File: config.mk
export PLATFORM = sky130hd
export DESIGN_NAME = mw_eeprom
export DESIGN_NICKNAME = d
export VERILOG_FILES = /design/src/rtl/mw_eeprom_pkg.sv /design/src/rtl/mw_sync.sv /design/src/rtl/mw_prog_timer.sv /design/src/rtl/mw_array.sv /design/src/rtl/mw_ctrl.sv /design/src/rtl/mw_eeprom.sv
export SDC_FILE = /design/constraint.sdc
export NUM_CORES = 2
export LEC_CHECK = 0
export BUFFER_PORTS_ARGS = -buffer_cell sky130_fd_sc_hd__buf_4
export CORE_MARGIN = 1.5
export CORE_UTILIZATION = 40
export DETAILED_ROUTE_END_ITERATION = 16
export GPL_TIMING_DRIVEN = 0
export REMOVE_ABC_BUFFERS = 1
export SLEW_MARGIN = 20
export SYNTH_ARGS = -nofsm -noshare
export SYNTH_HDL_FRONTEND = slang
export SYNTH_HIERARCHICAL = 1
export SYNTH_SLANG_ARGS = --single-unit
File: constraint.sdc
create_clock -name clk -period 5.42 [get_ports clk]
set_input_delay 0.542 -clock clk [delete_from_list [all_inputs] [get_ports clk]]
set_output_delay 0.542 -clock clk [all_outputs]
set_load 0.05 [all_outputs]
File: src/rtl/mw_eeprom_pkg.sv
package mw_eeprom_pkg;
    typedef enum logic [2:0] {
        ST_IDLE,
        ST_CMD,
        ST_READ,
        ST_DONE,
        ST_STATUS
    } st_e;

    typedef enum logic [1:0] {
        OP_EXT   = 2'b00,
        OP_WRITE = 2'b01,
        OP_READ  = 2'b10,
        OP_ERASE = 2'b11
    } op_e;

    typedef enum logic [1:0] {
        PEND_NONE,
        PEND_ONE,
        PEND_ALL
    } pend_e;

    localparam logic [1:0] EXT_PROG_ON  = 2'b11;
    localparam logic [1:0] EXT_PROG_OFF = 2'b00;
    localparam logic [1:0] EXT_FILL_1   = 2'b01;
    localparam logic [1:0] EXT_FILL_D   = 2'b10;
endpackage

File: src/rtl/mw_sync.sv
module mw_sync #(
    parameter int unsigned W = 4
) (
    input  logic         clk,
    input  logic         rst_n,
    input  logic [W-1:0] async_i,
    output logic [W-1:0] sync_o
);
    logic [W-1:0] s1_d, s1_q, s2_d, s2_q;

    always_comb begin
        s1_d = async_i;
        s2_d = s1_q;
    end

    always_ff @(posedge clk or negedge rst_n) begin
        if (!rst_n) begin
            s1_q <= '0;
            s2_q <= '0;
        end else begin
            s1_q <= s1_d;
            s2_q <= s2_d;
        end
    end

    assign sync_o = s2_q;
endmodule

File: src/rtl/mw_prog_timer.sv
module mw_prog_timer #(
    parameter int unsigned PROG_CYCLES = 400
) (
    input  logic clk,
    input  logic rst_n,
    input  logic start_i,
    output logic busy_o
);
    localparam int unsigned CW = $clog2(PROG_CYCLES + 1);

    logic [CW-1:0] cnt_d, cnt_q;

    always_comb begin
        cnt_d = cnt_q;
        if (start_i) begin
            cnt_d = CW'(PROG_CYCLES);
        end else if (cnt_q != '0) begin
            cnt_d = cnt_q - 1'b1;
        end
    end

    always_ff @(posedge clk or negedge rst_n) begin
        if (!rst_n) cnt_q <= '0;
        else        cnt_q <= cnt_d;
    end

    assign busy_o = (cnt_q != '0);

    assert_start_when_idle_R11: assert property (@(posedge clk) disable iff (!rst_n)
        start_i |-> !busy_o);
endmodule

File: src/rtl/mw_array.sv
module mw_array #(
    parameter int unsigned WORD_W = 16,
    parameter int unsigned ADDR_W = 6
) (
    input  logic              clk,
    input  logic              rst_n,
    input  logic              we_i,
    input  logic              all_i,
    input  logic [ADDR_W-1:0] waddr_i,
    input  logic [1:0]        wmask_i,
    input  logic [WORD_W-1:0] wdata_i,
    input  logic [ADDR_W-1:0] raddr_i,
    output logic [WORD_W-1:0] rdata_o
);
    localparam int unsigned N_WORDS = 1 << ADDR_W;
    localparam int unsigned BYTE_W  = WORD_W / 2;

    logic [WORD_W-1:0] words [N_WORDS];

    for (genvar g = 0; g < N_WORDS; g++) begin : g_word
        logic [WORD_W-1:0] w_d, w_q;
        logic              hit;

        assign hit = we_i && (all_i || (waddr_i == ADDR_W'(g)));

        always_comb begin
            w_d = w_q;
            if (hit) begin
                if (wmask_i[1]) w_d[WORD_W-1:BYTE_W] = wdata_i[WORD_W-1:BYTE_W];
                if (wmask_i[0]) w_d[BYTE_W-1:0]      = wdata_i[BYTE_W-1:0];
            end
        end

        always_ff @(posedge clk or negedge rst_n) begin
            if (!rst_n) w_q <= '1;
            else        w_q <= w_d;
        end

        assign words[g] = w_q;
    end

    assign rdata_o = words[raddr_i];

    assert_fill_full_mask_R9: assert property (@(posedge clk) disable iff (!rst_n)
        (we_i && all_i) |-> (wmask_i == 2'b11));
endmodule

File: src/rtl/mw_ctrl.sv
module mw_ctrl
    import mw_eeprom_pkg::*;
#(
    parameter int unsigned WORD_W = 16,
    parameter int unsigned ADDR_W = 6
) (
    input  logic              clk,
    input  logic              rst_n,
    input  logic              cs_i,
    input  logic              sck_i,
    input  logic              di_i,
    input  logic              org_i,
    input  logic              busy_i,
    input  logic [WORD_W-1:0] rdata_i,
    output logic [ADDR_W-1:0] raddr_o,
    output logic [ADDR_W-1:0] waddr_o,
    output logic              we_o,
    output logic              all_o,
    output logic              prog_start_o,
    output logic [1:0]        wmask_o,
    output logic [WORD_W-1:0] wdata_o,
    output logic              do_o,
    output logic              oe_o
);
    localparam int unsigned BYTE_W = WORD_W / 2;
    localparam int unsigned AW8    = ADDR_W + 1;
    localparam int unsigned CNT_W  = $clog2(AW8 + WORD_W + 3);
    localparam int unsigned IDX_W  = $clog2(WORD_W);

    typedef struct packed {
        st_e               st;
        logic              sck_prev;
        logic              cs_prev;
        logic [CNT_W-1:0]  cnt;
        logic [1:0]        op;
        logic [AW8-1:0]    addr;
        logic [WORD_W-1:0] data;
        logic              wen;
        logic              dummy;
        logic [IDX_W-1:0]  idx;
        pend_e             pend;
    } ctrl_t;

    ctrl_t s_d, s_q;

    logic              sck_rise, cs_fall;
    logic [CNT_W-1:0]  nbits, aw_c, dw_c;
    logic [IDX_W-1:0]  dw_m1;
    logic [AW8-1:0]    amask, a_shift, a_inc;
    logic [1:0]        ext;
    logic [BYTE_W-1:0] byte_sel;
    logic              rd_bit;

    assign sck_rise = sck_i && !s_q.sck_prev;
    assign cs_fall  = !cs_i && s_q.cs_prev;
    assign aw_c     = org_i ? CNT_W'(ADDR_W) : CNT_W'(AW8);
    assign dw_c     = org_i ? CNT_W'(WORD_W) : CNT_W'(BYTE_W);
    assign dw_m1    = org_i ? IDX_W'(WORD_W - 1) : IDX_W'(BYTE_W - 1);
    assign amask    = org_i ? {1'b0, {ADDR_W{1'b1}}} : {AW8{1'b1}};
    assign nbits    = s_q.cnt + 1'b1;
    assign a_shift  = {s_q.addr[AW8-2:0], di_i} & amask;
    assign a_inc    = (s_q.addr + 1'b1) & amask;
    assign ext      = org_i ? a_shift[ADDR_W-1 -: 2] : a_shift[AW8-1 -: 2];

    always_comb begin
        s_d          = s_q;
        s_d.sck_prev = sck_i;
        s_d.cs_prev  = cs_i;
        we_o         = 1'b0;
        prog_start_o = 1'b0;

        if (cs_fall) begin
            if (s_q.pend != PEND_NONE && s_q.wen) begin
                we_o         = 1'b1;
                prog_start_o = 1'b1;
            end
            s_d.st   = ST_IDLE;
            s_d.pend = PEND_NONE;
        end else begin
            case (s_q.st)
                ST_IDLE, ST_STATUS: begin
                    if (s_q.st == ST_IDLE && cs_i && busy_i) begin
                        s_d.st = ST_STATUS;
                    end else if (sck_rise && cs_i && di_i && !busy_i) begin
                        s_d.st   = ST_CMD;
                        s_d.cnt  = '0;
                        s_d.op   = '0;
                        s_d.addr = '0;
                        s_d.data = '0;
                        s_d.pend = PEND_NONE;
                    end
                end
                ST_CMD: begin
                    if (sck_rise) begin
                        s_d.cnt = nbits;
                        if (nbits <= CNT_W'(2)) begin
                            s_d.op = {s_q.op[0], di_i};
                        end else if (nbits <= CNT_W'(2) + aw_c) begin
                            s_d.addr = a_shift;
                            if (nbits == CNT_W'(2) + aw_c) begin
                                case (op_e'(s_q.op))
                                    OP_READ: begin
                                        s_d.st    = ST_READ;
                                        s_d.dummy = 1'b1;
                                        s_d.idx   = dw_m1;
                                    end
                                    OP_ERASE: begin
                                        s_d.pend = PEND_ONE;
                                        s_d.data = '1;
                                        s_d.st   = ST_DONE;
                                    end
                                    OP_EXT: begin
                                        case (ext)
                                            EXT_PROG_ON: begin
                                                s_d.wen = 1'b1;
                                                s_d.st  = ST_DONE;
                                            end
                                            EXT_PROG_OFF: begin
                                                s_d.wen = 1'b0;
                                                s_d.st  = ST_DONE;
                                            end
                                            EXT_FILL_1: begin
                                                s_d.pend = PEND_ALL;
                                                s_d.data = '1;
                                                s_d.st   = ST_DONE;
                                            end
                                            default: ;
                                        endcase
                                    end
                                    default: ;
                                endcase
                            end
                        end else begin
                            s_d.data = {s_q.data[WORD_W-2:0], di_i};
                            if (nbits == CNT_W'(2) + aw_c + dw_c) begin
                                s_d.pend = (s_q.op == OP_WRITE) ? PEND_ONE : PEND_ALL;
                                s_d.st   = ST_DONE;
                            end
                        end
                    end
                end
                ST_READ: begin
                    if (sck_rise) begin
                        if (s_q.dummy) begin
                            s_d.dummy = 1'b0;
                        end else if (s_q.idx == '0) begin
                            s_d.addr = a_inc;
                            s_d.idx  = dw_m1;
                        end else begin
                            s_d.idx = s_q.idx - 1'b1;
                        end
                    end
                end
                default: ;
            endcase
        end
    end

    always_ff @(posedge clk or negedge rst_n) begin
        if (!rst_n) begin
            s_q      <= '0;
            s_q.st   <= ST_IDLE;
            s_q.pend <= PEND_NONE;
        end else begin
            s_q <= s_d;
        end
    end

    assign raddr_o  = org_i ? s_q.addr[ADDR_W-1:0] : s_q.addr[AW8-1:1];
    assign waddr_o  = raddr_o;
    assign all_o    = (s_q.pend == PEND_ALL);
    assign wmask_o  = (org_i || all_o) ? 2'b11 : (s_q.addr[0] ? 2'b01 : 2'b10);
    assign wdata_o  = org_i ? s_q.data : {s_q.data[BYTE_W-1:0], s_q.data[BYTE_W-1:0]};
    assign byte_sel = s_q.addr[0] ? rdata_i[BYTE_W-1:0] : rdata_i[WORD_W-1:BYTE_W];
    assign rd_bit   = org_i ? rdata_i[s_q.idx] : byte_sel[s_q.idx[IDX_W-2:0]];

    always_comb begin
        do_o = 1'b0;
        oe_o = 1'b0;
        if (s_q.st == ST_READ) begin
            oe_o = 1'b1;
            do_o = s_q.dummy ? 1'b0 : rd_bit;
        end else if (s_q.st == ST_STATUS) begin
            oe_o = 1'b1;
            do_o = !busy_i;
        end
    end

    assert_latch_set_by_cmd_R4: assert property (@(posedge clk) disable iff (!rst_n)
        $rose(s_q.wen) |-> ($past(s_q.st) == ST_CMD));

    assert_dummy_first_R5: assert property (@(posedge clk) disable iff (!rst_n)
        (s_q.st == ST_READ && $past(s_q.st) != ST_READ) |-> (oe_o && !do_o));

    assert_hiz_after_cs_R10: assert property (@(posedge clk) disable iff (!rst_n)
        $fell(cs_i) |=> !oe_o);

    assert_busy_holds_status_R11: assert property (@(posedge clk) disable iff (!rst_n)
        (s_q.st == ST_STATUS && busy_i && cs_i) |=> (s_q.st == ST_STATUS || s_q.st == ST_IDLE));
endmodule

File: src/rtl/mw_eeprom.sv
module mw_eeprom #(
    parameter int unsigned WORD_W      = 16,
    parameter int unsigned ADDR_W      = 6,
    parameter int unsigned PROG_CYCLES = 400
) (
    input  logic clk,
    input  logic rst_n,
    input  logic cs_i,
    input  logic sck_i,
    input  logic di_i,
    input  logic org_i,
    output logic do_o,
    output logic do_oe_o
);
    logic [3:0]        pins_s;
    logic              busy, we, all, pstart;
    logic [ADDR_W-1:0] raddr, waddr;
    logic [1:0]        wmask;
    logic [WORD_W-1:0] wdata, rdata;

    mw_sync #(.W(4)) u_sync (
        .clk     (clk),
        .rst_n   (rst_n),
        .async_i ({cs_i, sck_i, di_i, org_i}),
        .sync_o  (pins_s)
    );

    mw_ctrl #(.WORD_W(WORD_W), .ADDR_W(ADDR_W)) u_ctrl (
        .clk          (clk),
        .rst_n        (rst_n),
        .cs_i         (pins_s[3]),
        .sck_i        (pins_s[2]),
        .di_i         (pins_s[1]),
        .org_i        (pins_s[0]),
        .busy_i       (busy),
        .rdata_i      (rdata),
        .raddr_o      (raddr),
        .waddr_o      (waddr),
        .we_o         (we),
        .all_o        (all),
        .prog_start_o (pstart),
        .wmask_o      (wmask),
        .wdata_o      (wdata),
        .do_o         (do_o),
        .oe_o         (do_oe_o)
    );

    mw_array #(.WORD_W(WORD_W), .ADDR_W(ADDR_W)) u_array (
        .clk     (clk),
        .rst_n   (rst_n),
        .we_i    (we),
        .all_i   (all),
        .waddr_i (waddr),
        .wmask_i (wmask),
        .wdata_i (wdata),
        .raddr_i (raddr),
        .rdata_o (rdata)
    );

    mw_prog_timer #(.PROG_CYCLES(PROG_CYCLES)) u_timer (
        .clk     (clk),
        .rst_n   (rst_n),
        .start_i (pstart),
        .busy_o  (busy)
    );

    assert_write_starts_busy_R8: assert property (@(posedge clk) disable iff (!rst_n)
        we |=> busy);
endmodule

==> run metrics <==
status=finished, violations left; failing checks=negative setup slack; Period Utilization, post-route=1.02; first-pass GRT wire length=between 200 and 250 mm; element type at the critical path end=primary output; Layout area overhead=16.2%; Final Skew=0.0219 ns; ys flop type=dfstp_2; Post-synth EDFFs=0; metal3 WL=roughly 6.4 mm; GRT Total Usage=0.213; Ant. Diodes=0; largest cells by area after synthesis=dfstp_2, mux2_2, mux4_2, dfrtp_1, mux2i_1; most frequent cells in the layout=mux2_2, dfstp_2, mux4_2; share of the synthesized area in the top cell type=0.513; vias in the first global route=between 30000 and 40000; std cell rows=about 130; final core occ=0.469; Post-synth ARST share=1.00; clock buffer depth=3; CP Launch Type=register; final count of negative-setup-slack endpoints=1; port bufs=7; vias per std cell=5.69; clk root buf=clkbuf_16; IO Pins=8; worst hold slack=0.100 ns; Slew Viols, Final=0; f_max=182 MHz; Die H=365 um; Die Footprint=~130000 um^2; CTS tree=built; number of distinct library cells after synthesis=79; Final HPWL DP=between 80 and 90 mm; Gate Count Post-Synth=approximately 3500; via count=roughly 30000; antenna viol nets, final=0; PD cells=between 300 and 400 nW/um^2; Post-Route M1 WL=approximately 63 mm; DRC viols=0; mapped cell area=52400 um^2; TritonCTS Buffers=approximately 120; most common cell after layout, fill and taps aside=mux2_2; routed wire length=around 140 mm; min cycle time layout=approximately 5.5 ns; initial core utilization=0.404; Critical Path RT=4.88 ns; Slew HR=0.150; largest net degree at the start of global routing=around 150; Synth Register Bits=around 1100; total grt overflow=0; CTS H-tree depth=3; Max Used Layer=met5; Tot Pwr=approximately 18000 uW; Iter 0 DRT Violations=1889; Final #Nets=between 3000 and 4000; Worst EP arrival=4.96 ns; CP Class=reg2out; gpl congestion=approximately 0.85; RSZ-0062 raised after global routing=yes; layout cell share with drive strength beyond 1=0.814; Worst IR Drop VDD=roughly 0.27 mV; worst skew pair latency=~0.7 ns; clk sinks=roughly 1100; sequential-to-total area share from yosys stat=0.542; die width=~360 um; synth warn=6; Final Hold Vio Count=0; Static Leakage=0.0230 uW; setup TNS after final layout=-0.0832 ns; crit-path max FO=10; dpl ws=-1.30 ns; Mapped Avg Cell Area=between 10 and 15 um^2; drt pass-1 iters=5; initial antenna violation count=2; Yosys top cell by area=dfstp_2; met2 WL=66.4 mm; Setup WS post-layout=-0.0832 ns; Max-Cap Viols=0; Core Region=roughly 130000 um^2; worst min path class=in2async; wire per inst=between 20 and 30 um; Tightest Pin Transition=about 1.3 ns; clk slew on worst S/H paths=about 0.060 ns
==> Yosys cell counts (3+ instances only) <==
master	count
mux2_2	1102
dfstp_2	1024
mux4_2	218
clkbuf_1	155
nor2_2	118
a21oi_1	95
nand2_1	84
mux2i_1	78
o21ai_0	74
dfrtp_1	60
nor2_1	60
buf_2	55
a211oi_1	49
o22ai_1	39
buf_4	36
buf_1	29
nor4_1	18
a31oi_1	17
nand2b_1	17
inv_1	15
nor3_1	15
a221oi_1	14
a311oi_1	14
a22oi_1	13
ha_1	13
mux2_1	12
and3_1	8
nor2b_1	7
o31ai_1	7
nand3_1	6
or3_1	5
a221o_1	4
nor3b_1	4
o21ai_1	4
and2_1	3
o21bai_1	3
xnor2_1	3
==> kinds of logic after synthesis <==
logic type | count (synthesis) | synth area share
DFF | 1084 | 0.542
muxes | 1412 | 0.348
xor gates and xnor gates | 5 | 0.000836
buffers and inverters | 293 | 0.0250
adders and majority gates | 13 | 0.00310
and+or+nand+nor | 361 | 0.0364
AOI/OAI and AO/OA | 361 | 0.0442
==> worst max-delay path: stages (launching register included) <==
cell	delay, ns
dfrtp_4	0.56
mux2_8	0.46
buf_12	0.15
buf_12	0.13
buf_16	0.16
mux4_2	0.43
mux2_2	0.32
a211oi_2	0.37
nor4_1	0.15
mux4_2	0.47
mux4_2	0.53
nand2_1	0.09
nand2_1	0.06
nand2_2	0.08
o41ai_4	0.11
buf_6	0.18
==> timing repair <==
| action | CTS | global route |
|---|---|---|
| setup endpoints to repair | 1 | 1 |
| endpoints found under the hold margin | 4 | 0 |
| gates resized for setup | 199 | 22 |
| pin swaps | 42 | 25 |
| hold buffers | 4 | 0 |
| buffers inserted | 47 | 8 |
| gates cloned | 33 | 1 |
==> state kept, by name, indices dropped and copies added, names as in the netlist <==
register	count
u_array/g_word.w_q	1024
u_ctrl/s_q	43
u_timer/cnt_q	9
u_sync/s1_q	4
u_sync/sync_o	4
==> final cells by class <==
class,instances,area [um^2]
repair buffers,126,2380
well taps,1742,2180
fillers,11300,68900
clock inverters,47,519
multi-input cells,2159,23800
flip-flops and latches,1084,28500
inverters,16,93.8
clock buffers,173,3500
==> where the power goes <==
| part | internal (uW) | switching [uW] | total, uW |
|---|---|---|---|
| Sequential | 8180 | 119 | 8300 |
| Combinational | 794 | 1100 | 1890 |
| Clock | 4850 | 3380 | 8230 |
| Total | 13800 | 4600 | 18400 |
==> routing by layer <==
metal	up-vias	track usage
li1	13100	-
met1	16500	0.297
met2	628	0.344
met3	212	0.0335
met4	2	0.0648
met5	-	0
==> path summary, 6_finish.rpt <==
check,start,to,slack (ns),depth (start not counted)
worst max-delay path,u_sync/sync_o[0]$_DFF_PN0_,do_o,-0.08,15
worst min-delay path,rst_n,u_array/g_word[10].w_q[8]$_DFFE_PN1P_,0.10,1
worst max register to register,u_sync/sync_o[0]$_DFF_PN0_,u_array/g_word[22].w_q[7]$_DFFE_PN1P_,1.06,9
worst min register to register,u_sync/s1_q[1]$_DFF_PN0_,u_sync/sync_o[1]$_DFF_PN0_,0.35,0
max in group asynchronous,rst_n,u_array/g_word[31].w_q[6]$_DFFE_PN1P_,3.84,4
min in group clk,u_sync/s1_q[1]$_DFF_PN0_,u_sync/sync_o[1]$_DFF_PN0_,0.35,0
==> stage by stage <==
step,cells,area [um^2]
floorplan,3252,51200
CTS,5338,60700
detailed placement,5034,54400
global route,5347,60900
finish,5347,60900
global placement,5001,53400
(Power assumes the default switching activity.)
